File: config.mk
export PLATFORM = sky130hd
export DESIGN_NAME = brc_ctrl
export DESIGN_NICKNAME = d
export VERILOG_FILES = /design/src/rtl/brc_pkg.sv /design/src/rtl/brc_fwd_unit.sv /design/src/rtl/brc_hazard.sv /design/src/rtl/brc_resolve.sv /design/src/rtl/brc_ctrl.sv
export SDC_FILE = /design/constraint.sdc
export NUM_CORES = 1
export LEC_CHECK = 0
export BUFFER_PORTS_ARGS = -buffer_cell sky130_fd_sc_hd__buf_4
export CORE_MARGIN = 2
export CORE_UTILIZATION = 49
export DETAILED_ROUTE_END_ITERATION = 16
export PLACE_DENSITY = 0.91
export SETUP_SLACK_MARGIN = 0.1
export SLEW_MARGIN = 15
export SYNTH_ARGS = -nofsm -noshare
export SYNTH_HDL_FRONTEND = slang
export SYNTH_SLANG_ARGS = --single-unit
File: constraint.sdc
create_clock -name vclk -period 11.37
set_input_delay 2.274 -clock vclk [all_inputs]
set_output_delay 2.274 -clock vclk [all_outputs]
set_load 0.02 [all_outputs]
File: src/rtl/brc_pkg.sv
package brc_pkg;

    typedef enum logic [1:0] {
        NPC_SEQ    = 2'd0,
        NPC_BRANCH = 2'd1,
        NPC_JUMP   = 2'd2
    } npc_sel_e;

    typedef struct packed {
        logic is_beq;
        logic is_bne;
        logic is_jump;
    } flow_ctl_t;

    function automatic logic is_cond_branch(input flow_ctl_t c);
        return c.is_beq | c.is_bne;
    endfunction

endpackage

File: src/rtl/brc_fwd_unit.sv
module brc_fwd_unit
    import brc_pkg::*;
#(
    parameter int XLEN  = 32,
    parameter int REG_W = 5,
    parameter int NSRC  = 2
) (
    input  logic                       clk,
    input  logic                       rst,
    input  logic [NSRC-1:0][REG_W-1:0] src_reg,
    input  logic [NSRC-1:0][XLEN-1:0]  rf_val,
    input  logic                       mem_wen,
    input  logic [REG_W-1:0]           mem_dst,
    input  logic [XLEN-1:0]            mem_val,
    output logic [NSRC-1:0]            fwd_sel,
    output logic [NSRC-1:0][XLEN-1:0]  opnd
);
    localparam logic [REG_W-1:0] ZERO_REG = '0;

    logic mem_live;
    assign mem_live = mem_wen && (mem_dst != ZERO_REG);

    for (genvar i = 0; i < NSRC; i++) begin : g_src
        always_comb begin
            fwd_sel[i] = mem_live && (mem_dst == src_reg[i]);
            opnd[i]    = fwd_sel[i] ? mem_val : rf_val[i];
        end


        zero_reg_fwd_chk: assert property (@(posedge clk) disable iff (rst)
            (mem_dst == ZERO_REG) |-> !fwd_sel[i]);


        fwd_operand_chk: assert property (@(posedge clk) disable iff (rst)
            fwd_sel[i] |-> (opnd[i] == mem_val));
    end

endmodule

File: src/rtl/brc_hazard.sv
module brc_hazard
    import brc_pkg::*;
#(
    parameter int REG_W = 5,
    parameter int NSRC  = 2
) (
    input  logic                       clk,
    input  logic                       rst,
    input  flow_ctl_t                  ctl,
    input  logic [NSRC-1:0][REG_W-1:0] src_reg,
    input  logic                       ex_wen,
    input  logic [REG_W-1:0]           ex_dst,
    output logic                       stall
);
    localparam logic [REG_W-1:0] ZERO_REG = '0;

    logic [NSRC-1:0] src_hit;

    for (genvar i = 0; i < NSRC; i++) begin : g_hit
        assign src_hit[i] = (src_reg[i] == ex_dst);
    end

    always_comb begin
        stall = is_cond_branch(ctl) && ex_wen && (ex_dst != ZERO_REG) && (|src_hit);
    end


    stall_only_branch_chk: assert property (@(posedge clk) disable iff (rst)
        stall |-> (ctl.is_beq || ctl.is_bne));

endmodule

File: src/rtl/brc_resolve.sv
module brc_resolve
    import brc_pkg::*;
#(
    parameter int XLEN   = 32,
    parameter int IMM_W  = 16,
    parameter int JIDX_W = 26
) (
    input  logic              clk,
    input  logic              rst,
    input  flow_ctl_t         ctl,
    input  logic              stall,
    input  logic [XLEN-1:0]   opnd_a,
    input  logic [XLEN-1:0]   opnd_b,
    input  logic [XLEN-1:0]   pc4,
    input  logic [IMM_W-1:0]  imm,
    input  logic [JIDX_W-1:0] jidx,
    output logic              flush,
    output npc_sel_e          npc_sel,
    output logic [XLEN-1:0]   redirect
);
    localparam int SEXT_W = XLEN - IMM_W - 2;
    localparam int JHI_W  = XLEN - JIDX_W - 2;

    logic            same;
    logic            taken;
    logic [XLEN-1:0] br_off;
    logic [XLEN-1:0] br_tgt;
    logic [XLEN-1:0] j_tgt;

    always_comb begin
        br_off = {{SEXT_W{imm[IMM_W-1]}}, imm, 2'b00};
        br_tgt = pc4 + br_off;
        j_tgt  = {pc4[XLEN-1 -: JHI_W], jidx, 2'b00};
        same   = (opnd_a == opnd_b);
        taken  = (ctl.is_beq && same) || (ctl.is_bne && !same);
    end

    always_comb begin
        flush    = 1'b0;
        npc_sel  = NPC_SEQ;
        redirect = ctl.is_jump ? j_tgt : br_tgt;
        if (!stall) begin
            if (ctl.is_jump) begin
                flush   = 1'b1;
                npc_sel = NPC_JUMP;
            end else if (taken) begin
                flush   = 1'b1;
                npc_sel = NPC_BRANCH;
            end
        end
    end


    stall_no_flush_chk: assert property (@(posedge clk) disable iff (rst)
        stall |-> (!flush && npc_sel == NPC_SEQ));


    jump_flush_chk: assert property (@(posedge clk) disable iff (rst)
        (ctl.is_jump && !stall) |-> (flush && npc_sel == NPC_JUMP));


    flush_redirect_chk: assert property (@(posedge clk) disable iff (rst)
        flush |-> (npc_sel != NPC_SEQ));

endmodule

File: src/rtl/brc_ctrl.sv
module brc_ctrl
    import brc_pkg::*;
#(
    parameter int XLEN   = 32,
    parameter int REG_W  = 5,
    parameter int IMM_W  = 16,
    parameter int JIDX_W = 26
) (
    input  logic              clk,
    input  logic              rst,
    input  logic [XLEN-1:0]   id_pc4,
    input  logic [REG_W-1:0]  id_rs,
    input  logic [REG_W-1:0]  id_rt,
    input  logic [XLEN-1:0]   id_rs_val,
    input  logic [XLEN-1:0]   id_rt_val,
    input  logic [IMM_W-1:0]  id_imm,
    input  logic [JIDX_W-1:0] id_jidx,
    input  logic              id_beq,
    input  logic              id_bne,
    input  logic              id_jump,
    input  logic              ex_wen,
    input  logic [REG_W-1:0]  ex_dst,
    input  logic              mem_wen,
    input  logic [REG_W-1:0]  mem_dst,
    input  logic [XLEN-1:0]   mem_result,
    output logic              fwd_a,
    output logic              fwd_b,
    output logic              stall,
    output logic              if_flush,
    output logic [1:0]        pc_sel,
    output logic [XLEN-1:0]   redirect_pc
);
    localparam int NSRC = 2;

    flow_ctl_t                  ctl;
    logic [NSRC-1:0][REG_W-1:0] src_reg;
    logic [NSRC-1:0][XLEN-1:0]  rf_val;
    logic [NSRC-1:0]            fwd_sel;
    logic [NSRC-1:0][XLEN-1:0]  opnd;
    npc_sel_e                   npc_sel;

    always_comb begin
        ctl.is_beq  = id_beq;
        ctl.is_bne  = id_bne;
        ctl.is_jump = id_jump;
        src_reg[0]  = id_rs;
        src_reg[1]  = id_rt;
        rf_val[0]   = id_rs_val;
        rf_val[1]   = id_rt_val;
    end

    brc_fwd_unit #(.XLEN(XLEN), .REG_W(REG_W), .NSRC(NSRC)) u_fwd (
        .clk     (clk),
        .rst     (rst),
        .src_reg (src_reg),
        .rf_val  (rf_val),
        .mem_wen (mem_wen),
        .mem_dst (mem_dst),
        .mem_val (mem_result),
        .fwd_sel (fwd_sel),
        .opnd    (opnd)
    );

    brc_hazard #(.REG_W(REG_W), .NSRC(NSRC)) u_haz (
        .clk     (clk),
        .rst     (rst),
        .ctl     (ctl),
        .src_reg (src_reg),
        .ex_wen  (ex_wen),
        .ex_dst  (ex_dst),
        .stall   (stall)
    );

    brc_resolve #(.XLEN(XLEN), .IMM_W(IMM_W), .JIDX_W(JIDX_W)) u_res (
        .clk      (clk),
        .rst      (rst),
        .ctl      (ctl),
        .stall    (stall),
        .opnd_a   (opnd[0]),
        .opnd_b   (opnd[1]),
        .pc4      (id_pc4),
        .imm      (id_imm),
        .jidx     (id_jidx),
        .flush    (if_flush),
        .npc_sel  (npc_sel),
        .redirect (redirect_pc)
    );

    assign fwd_a  = fwd_sel[0];
    assign fwd_b  = fwd_sel[1];
    assign pc_sel = npc_sel;


    zero_ex_stall_chk: assert property (@(posedge clk) disable iff (rst)
        (ex_dst == '0) |-> !stall);


    quiet_seq_chk: assert property (@(posedge clk) disable iff (rst)
        (!id_beq && !id_bne && !id_jump) |-> (!if_flush && pc_sel == 2'd0));

endmodule

Word level (Yosys, flattened, before mapping)
Index checks and enable logic that the tools add are counted.
- output and inout port bits: 38
- bits in registers: 0
- eq/ne operators: 5
- bitwise logic cells: 1
- add/sub/neg operators: 1
- reductions and logical operators: 13
- multiplexer cells: 9
- operator list (cell ; number):
    $mux 32 ; 3
    $add 32x32->32 ; 1
    $eq 32x32->1 ; 1
    $eq 5x5->1 ; 4
    $reduce_bool 5->1 ; 2
    $logic_and 1x1->1 ; 8
    $mux 1 ; 4
    $mux 2 ; 2
    $reduce_or 2->1 ; 1
    $logic_not 1->1 ; 1
    $logic_or 1x1->1 ; 1
    $or 1x1->1 ; 1

Logic depth before layout (Yosys ltp)
Gate-level depths: netlist of run 1.
- depth in word-level cells: 11
- depth in mapped cells: 13
- gate-level depth less buffers: 11

Hierarchy
A second synthesis of run 1 with hierarchy kept.
- cell total of the unflattened synthesis: 439
- area, all modules: 3658.5 µm²
- by module, submodules not included (module ; cells each ; times used ; area an instance (µm²) ; sequential area each (µm²)):
    brc_resolve ; 336 ; 1 ; 2327.2 ; 0.0
    brc_fwd_unit ; 86 ; 1 ; 1196.1 ; 0.0
    brc_hazard ; 17 ; 1 ; 135.1 ; 0.0

Worst setup path after synthesis of run 1
OpenSTA, ideal clock, no wires.
- path type: input-to-output
- from: input port id_pc4[2]
- to: output port redirect_pc[28]
- arrival: 4.862 ns
- cell stages on the path: 11
- data required time: 9.096 ns
- slack: 4.234 ns
- cell sequence: ha_1 fa_1 a211oi_1 o211ai_1 a21oi_1 o221ai_1 o211ai_1 o21ai_0 mux2i_1 xnor2_1 o21ai_0
- cells in the longest elaborated chain, start to end: 2
- ends and longest elaborated chain (what ; line ; RTL):
    from (decl) ; brc_ctrl.sv:11 ; input logic [XLEN-1:0] id_pc4,
    $add 32x32->32 ; brc_resolve.sv:32 ; br_tgt = pc4 + br_off;
    $mux 32 ; brc_resolve.sv:41 ; redirect = ctl.is_jump ? j_tgt : br_tgt;
    to (decl) ; brc_ctrl.sv:31 ; output logic [XLEN-1:0] redirect_pc
Every way passes these cells.

Worst setup path in the final report of run 1
- from: input port mem_dst[0]
- to: output port pc_sel[0]
- cells in the longest elaborated chain, start to end: 11
- ends and longest elaborated chain (what ; line ; RTL):
    from (decl) ; brc_ctrl.sv:24 ; input logic [REG_W-1:0] mem_dst,
    $reduce_bool 5->1 ; brc_fwd_unit.sv:21 ; assign mem_live = mem_wen && (mem_dst != ZERO_REG);
    $logic_and 1x1->1 ; brc_fwd_unit.sv:21 ;
    $logic_and 1x1->1 ; brc_fwd_unit.sv:25 ; fwd_sel[i] = mem_live && (mem_dst == src_reg[i]);
    $mux 32 ; brc_fwd_unit.sv:26 ; opnd[i] = fwd_sel[i] ? mem_val : rf_val[i];
    $eq 32x32->1 (*) ; brc_resolve.sv:34 ; same = (opnd_a == opnd_b);
    $logic_not 1->1 ; brc_resolve.sv:35 ; taken = (ctl.is_beq && same) || (ctl.is_bne && !same);
    $logic_and 1x1->1 ; brc_resolve.sv:35 ;
    $logic_or 1x1->1 (*) ; brc_resolve.sv:35 ;
    $mux 1 (*) ; brc_resolve.sv:46 ; end else if (taken) begin
    $mux 2 (*) ; brc_resolve.sv:43 ; if (ctl.is_jump) begin
    $mux 2 (*) ; brc_resolve.sv:42 ; if (!stall) begin
    to (decl) ; brc_ctrl.sv:30 ; output logic [1:0] pc_sel,
Every way passes the cells marked *; elsewhere a longest branch is shown, timed or not.

==> summary.txt, run 1 <==
status: completed
Residual DRC: 0
CP arrival: 6.39 ns
setup slack after layout: 2.703 ns
final setup vio count: 0
post-DR vias/cell: 5.909
die area: 0.008259 mm^2
Seq cells: 0
crit path time final: 8.667 ns
setup bufs post-CTS: 0
worst vdd ir: 0.02172 mV
largest net degree at the start of global routing: 58
Worst Hold End: redirect_pc[9]
Max-slew headroom: 0.3657
# hold bufs at CTS: 0
critical-path maximum fanout: 48
top post-synthesis cells by area: xnor2_1 (11%), ha_1 (9.8%), xor2_1 (7.8%)
storage element area: 0 um^2
# clk buffers: 0
leakage: 0.002564 uW
synthesized area: 0.003699 mm^2
top-area cell type share of the netlist area: 0.1066
first-pass GRT wire length: 20.43 mm
most used cell, CP: buf_4
Hold Path Class: in -> out
CP startpoint: mem_dst[0]
initial DRC count: 302
Syn Area/Cell: 7.085 um^2
Fin Setup TNS: 0 ns
Final Max Tran Viols: 0
Hold Path Origin: id_jidx[7]
cell taking the most area after synthesis: xnor2_1
delay-heaviest family, CP: simple AND/OR/NAND/NOR gates
Final Cycle Share: 0.7623
IO Count: 235
syn_nets: 749
row count: 31
vias in the first global route: 4,439
Post-DRT Antenna Nets: 0
core area: 0.007292 mm^2
Avg WL per Cell: 15.54 um
achievable frequency: 0.1154 GHz
worst slew pin tran: 0.9514 ns
DP Worst Slack: 2.759 ns
post_cts resized: 0
WL final: 12.83 mm
Max Cap Viol: 0
cell with the largest stage delay on the worst path: or2_2
commonest non-fill, non-tap cells in the layout: buf_4 (233), xnor2_1 (45), o21ai_0 (43)
CP Class: in -> out
Hold Path Depth: 4
most common cell after layout, fill and taps aside: buf_4
Port Buffer Count: 233
Crit path buffers/inverters: 3
Seq/Total Area, Yosys: 0
# placed instances: 826
DR vias: 4,881
Multi-input gate area: 0.003364 mm^2
Required @ worst endpoint: 9.10 ns
Worst path max stage delay: 0.77 ns
post-route insts no fill: 826
Antenna Cells: 0
share of cells above drive strength 1: 0.3618
fin nets: 956
count of final hold-check violations: 0
Power Density: 48.90 mW/mm^2
GRT Residual Overflow: 0
die width: 90.88 um
gpl congestion: 0.9115
initial core utilization: 0.5072
fill cell count: 599
Die H: 90.88 um
Mapped Cells: 522
total power draw: 262.7 uW
RSZ-0062 raised after global routing: false
GR Util All Layers: 0.2839
Yosys warnings: 0
synth unique cells: 52
Critical Path Source Type: primary input
DRT Pass-1 Iters: 5
antenna violations before repair: 0
CP endpoint kind: output pin
hpwl dp: 10.51 mm
crit path cell chain: buf_4, or4_1, o211ai_1, or2_2, inv_2, nor2_2, a21oi_1, a2111oi_0, and4_1, nand3_1, a211oi_2, buf_4
P&R area growth vs syn: 45.26%
## cell usage after synthesis (3+ instances only)
cell and number:
a2111oi_0 6, o21ai_0 43, o22ai_1 5, o221ai_1 13, o221a_2 14, buf_2 6, a221o_1 13, buf_4 7
mux2_2 4, a21o_1 13, nor2b_1 6, nor2_1 24, ha_1 29, a31oi_1 3, o211ai_1 21, nor3_1 15
a21oi_1 21, nand4_1 4, nor3_2 4, a211oi_1 18, and4_1 3, clkbuf_1 7, xor2_1 33, xnor2_1 45
nand3_1 19, nand2_1 42, a22o_1 4, o21a_1 7, buf_6 8, a221oi_1 17, o2111ai_1 3, mux2i_1 5
inv_1 34
## stage by stage
step,util,hold WS [ns],area [um^2]
6_report,0.7368,4.859,5373
5_1_grt,0.7368,4.878,5373
2_1_floorplan,-,4.676,3699
4_1_cts,0.7368,4.859,5373
3_5_place_dp,0.7368,4.858,5373
3_3_place_gp,0.7368,4.857,5373
## metal layers
metal | part of all wire | GRT usage | up-vias
met5 | 0 | 0 | -
met4 | 0.022 | 0.06061 | 0
met3 | 0.063 | 0.02087 | 22
met2 | 0.50 | 0.5224 | 210
met1 | 0.41 | 0.3603 | 2218
li1 | - | - | 2431
## final cells by class
type	count	area share
Timing Repair Buffer	233	0.3256
Multi-Input combinational cell	458	0.6262
Tap cell	99	0.02306
Inverter	36	0.02515
## tightest hold or removal path, delay by kind of cell
kind,cells,cell delay [ns]
and+or+nand+nor,1,0.04
buffers and inverters,2,0.22
AOI/OAI and AO/OA,1,0.06
## power by group
part	total (uW)	leakage, uW	switching (uW)	internal, uW
Sequential	0	0	0	0
Clock	0	0	0	0
Combinational	263	0.00256	129	134
## worst max-delay path by stage
stage,to,cells past startpoint
after floorplan,redirect_pc[28],11
after global routing,if_flush,12
after global placement,pc_sel[0],12
after detailed placement,pc_sel[0],12
final,pc_sel[0],12
after CTS,pc_sel[0],12
## logic make-up (layout without fill, tap and decap cells)
kind of cell / count (synthesis) / in the layout / share of synthesized area
multiplexers: 9 / 9 / 0.02571
AO/OA/AOI/OAI: 210 / 210 / 0.4215
AND/OR/NAND/NOR: 131 / 131 / 0.1742
adder cells (fa/ha/maj): 30 / 30 / 0.1035
XOR/XNOR: 78 / 78 / 0.1847
buffers and inverters: 64 / 269 / 0.09033
(Power assumes the default switching activity.)
==> inputs of run 2 (changes only) <==
CORE_UTILIZATION = 46   (was 49)
PLACE_DENSITY = 0.86   (was 0.91)
clock period = 8.35 ns   (was 11.37 ns; I/O delays follow)
==> run 2 against run 1 <==
  * Total power rose by 37%
  * Final cell count rose by 0.73%
  * Clock-buffer cell count did not move
  * Global-route usage fell by 0.88 points
  * Final area rose by 0.49%
  * Setup slack got worse by 1.4 ns
  * First-iteration DRC count fell by 26%
  * Combinational power rose by 37%
  * Flip-flop and latch count did not move
==> summary.txt, run 2 (synthesis results as in run 1) <==
Required @ worst endpoint: 6.68 ns (-2.42 ns)
# placed instances: 832 (+0.73%)
Power Density: 66.91 mW/mm^2 (+37%)
setup bufs post-CTS: 0 (unchanged)
row count: 32 (+3.2%)
fin nets: 959 (+0.31%)
CP endpoint kind: output pin
hpwl dp: 11.03 mm (+4.9%)
Seq cells: 0 (unchanged)
GRT Residual Overflow: 0 (unchanged)
first-pass GRT wire length: 20.33 mm (-0.50%)
initial core utilization: 0.4762 (-0.03105)
Worst path max stage delay: 0.75 ns (-0.02 ns)
Antenna Cells: 0 (unchanged)
worst vdd ir: 0.03058 mV (+41%)
post_cts resized: 0 (unchanged)
DP Area: 0.005399 mm^2 (+0.49%)
RSZ-0062 raised after global routing: false
Post-DRT Antenna Nets: 0 (unchanged)
# hold bufs at CTS: 0 (unchanged)
Residual DRC: 0 (unchanged)
Max-slew headroom: 0.3754 (+0.009709)
DP Worst Slack: 1.290 ns (-1.468 ns)
leakage: 0.002579 uW (+0.59%)
crit path time final: 7.077 ns
post-DR vias/cell: 5.982 (+1.2%)
count of final hold-check violations: 0 (unchanged)
# clk buffers: 0 (unchanged)
WL final: 13.33 mm (+3.8%)
most common cell after layout, fill and taps aside: buf_4
P&R area growth vs syn: 45.97%
delay-heaviest family, CP: simple AND/OR/NAND/NOR gates
most used cell, CP: buf_4
Final Max Tran Viols: 0 (unchanged)
cell with the largest stage delay on the worst path: or2_2
commonest non-fill, non-tap cells in the layout: buf_4 (236), xnor2_1 (45), o21ai_0 (43)
total power draw: 361.2 uW (+37%)
DR vias: 4,977 (+2.0%)
antenna violations before repair: 0 (unchanged)
storage element area: 0 um^2 (unchanged)
die area: 0.008773 mm^2 (+6.2%)
setup slack after layout: 1.273 ns (-1.430 ns)
Crit path buffers/inverters: 4 (+1)
CP Class: in -> out
core area: 0.007767 mm^2 (+6.5%)
Final Cycle Share: 0.8475
largest net degree at the start of global routing: 58 (unchanged)
crit path cell chain: buf_4, or4_1, o211ai_1, or2_2, inv_2, buf_4, nor2_2, a21oi_1, a2111oi_0, and4_1, nand3_1, a211oi_2, buf_4
share of cells above drive strength 1: 0.3644 (+0.002623)
Fin Setup TNS: 0 ns (unchanged)
GR Util All Layers: 0.2752 (-0.008759)
initial DRC count: 222 (-26%)
design area: 0.005399 mm^2 (+0.49%)
DRT Pass-1 Iters: 5 (unchanged)
vias in the first global route: 4,496 (+1.3%)
gpl congestion: 0.9069 (-0.50%)
die width: 93.67 um (+3.1%)
status: completed
critical-path maximum fanout: 48 (unchanged)
worst slew pin tran: 0.9369 ns (-0.01456 ns)
post-route insts no fill: 832 (+0.73%)
Avg WL per Cell: 16.02 um (+3.1%)
Max Cap Viol: 0 (unchanged)
CP arrival: 5.41 ns (-0.98 ns)
Hold Path Class: in -> out
Port Buffer Count: 233 (unchanged)
achievable frequency: 0.1413 GHz
Critical Path Source Type: primary input
Die H: 93.67 um (+3.1%)
IO Count: 235 (unchanged)
final setup vio count: 0 (unchanged)
## run 2: cell types whose count changed in the layout (fill, tap and decap cells not counted)
cell,delta
buf_4,+3
## run 2: cell type report
cell class | instances | area, um^2
Tap cell | 102 | 127.6
Multi-Input combinational cell | 458 | 3364
Inverter | 36 | 135.1
Timing Repair Buffer | 236 | 1772
Fill cell | 660 | 2369
## run 2: worst paths after layout
| path | start | endpoint | cells after the start |
|---|---|---|---|
| worst max-delay path | mem_dst[0] | pc_sel[0] | 13 |
| worst min-delay path | id_pc4[31] | redirect_pc[31] | 3 |
## run 2: stage by stage
| step | hold slack, ns | util |
|---|---|---|
| 3_3_place_gp | 3.624 | 0.6951 |
| 5_1_grt | 3.637 | 0.6951 |
| 6_report | 3.626 | 0.6951 |
| 3_5_place_dp | 3.626 | 0.6951 |
| 2_1_floorplan | 3.468 | - |
| 4_1_cts | 3.627 | 0.6951 |
## run 2: report_power, final
part / leakage [uW] / internal (uW) / switching (uW)
sequential: 0 / 0 / 0
clock: 0 / 0 / 0
combinational: 0.00258 / 183 / 178
## run 2: per-layer routing
layer / part of all wire / wire (um) / GRT usage / vias to the layer above
li1: - / - / - / 2436
met1: 0.40 / 5283 / 0.3395 / 2321
met2: 0.52 / 6943 / 0.5330 / 202
met3: 0.066 / 876 / 0.01605 / 18
met4: 0.017 / 222 / 0.03744 / 0
met5: 0 / 0 / 0 / -
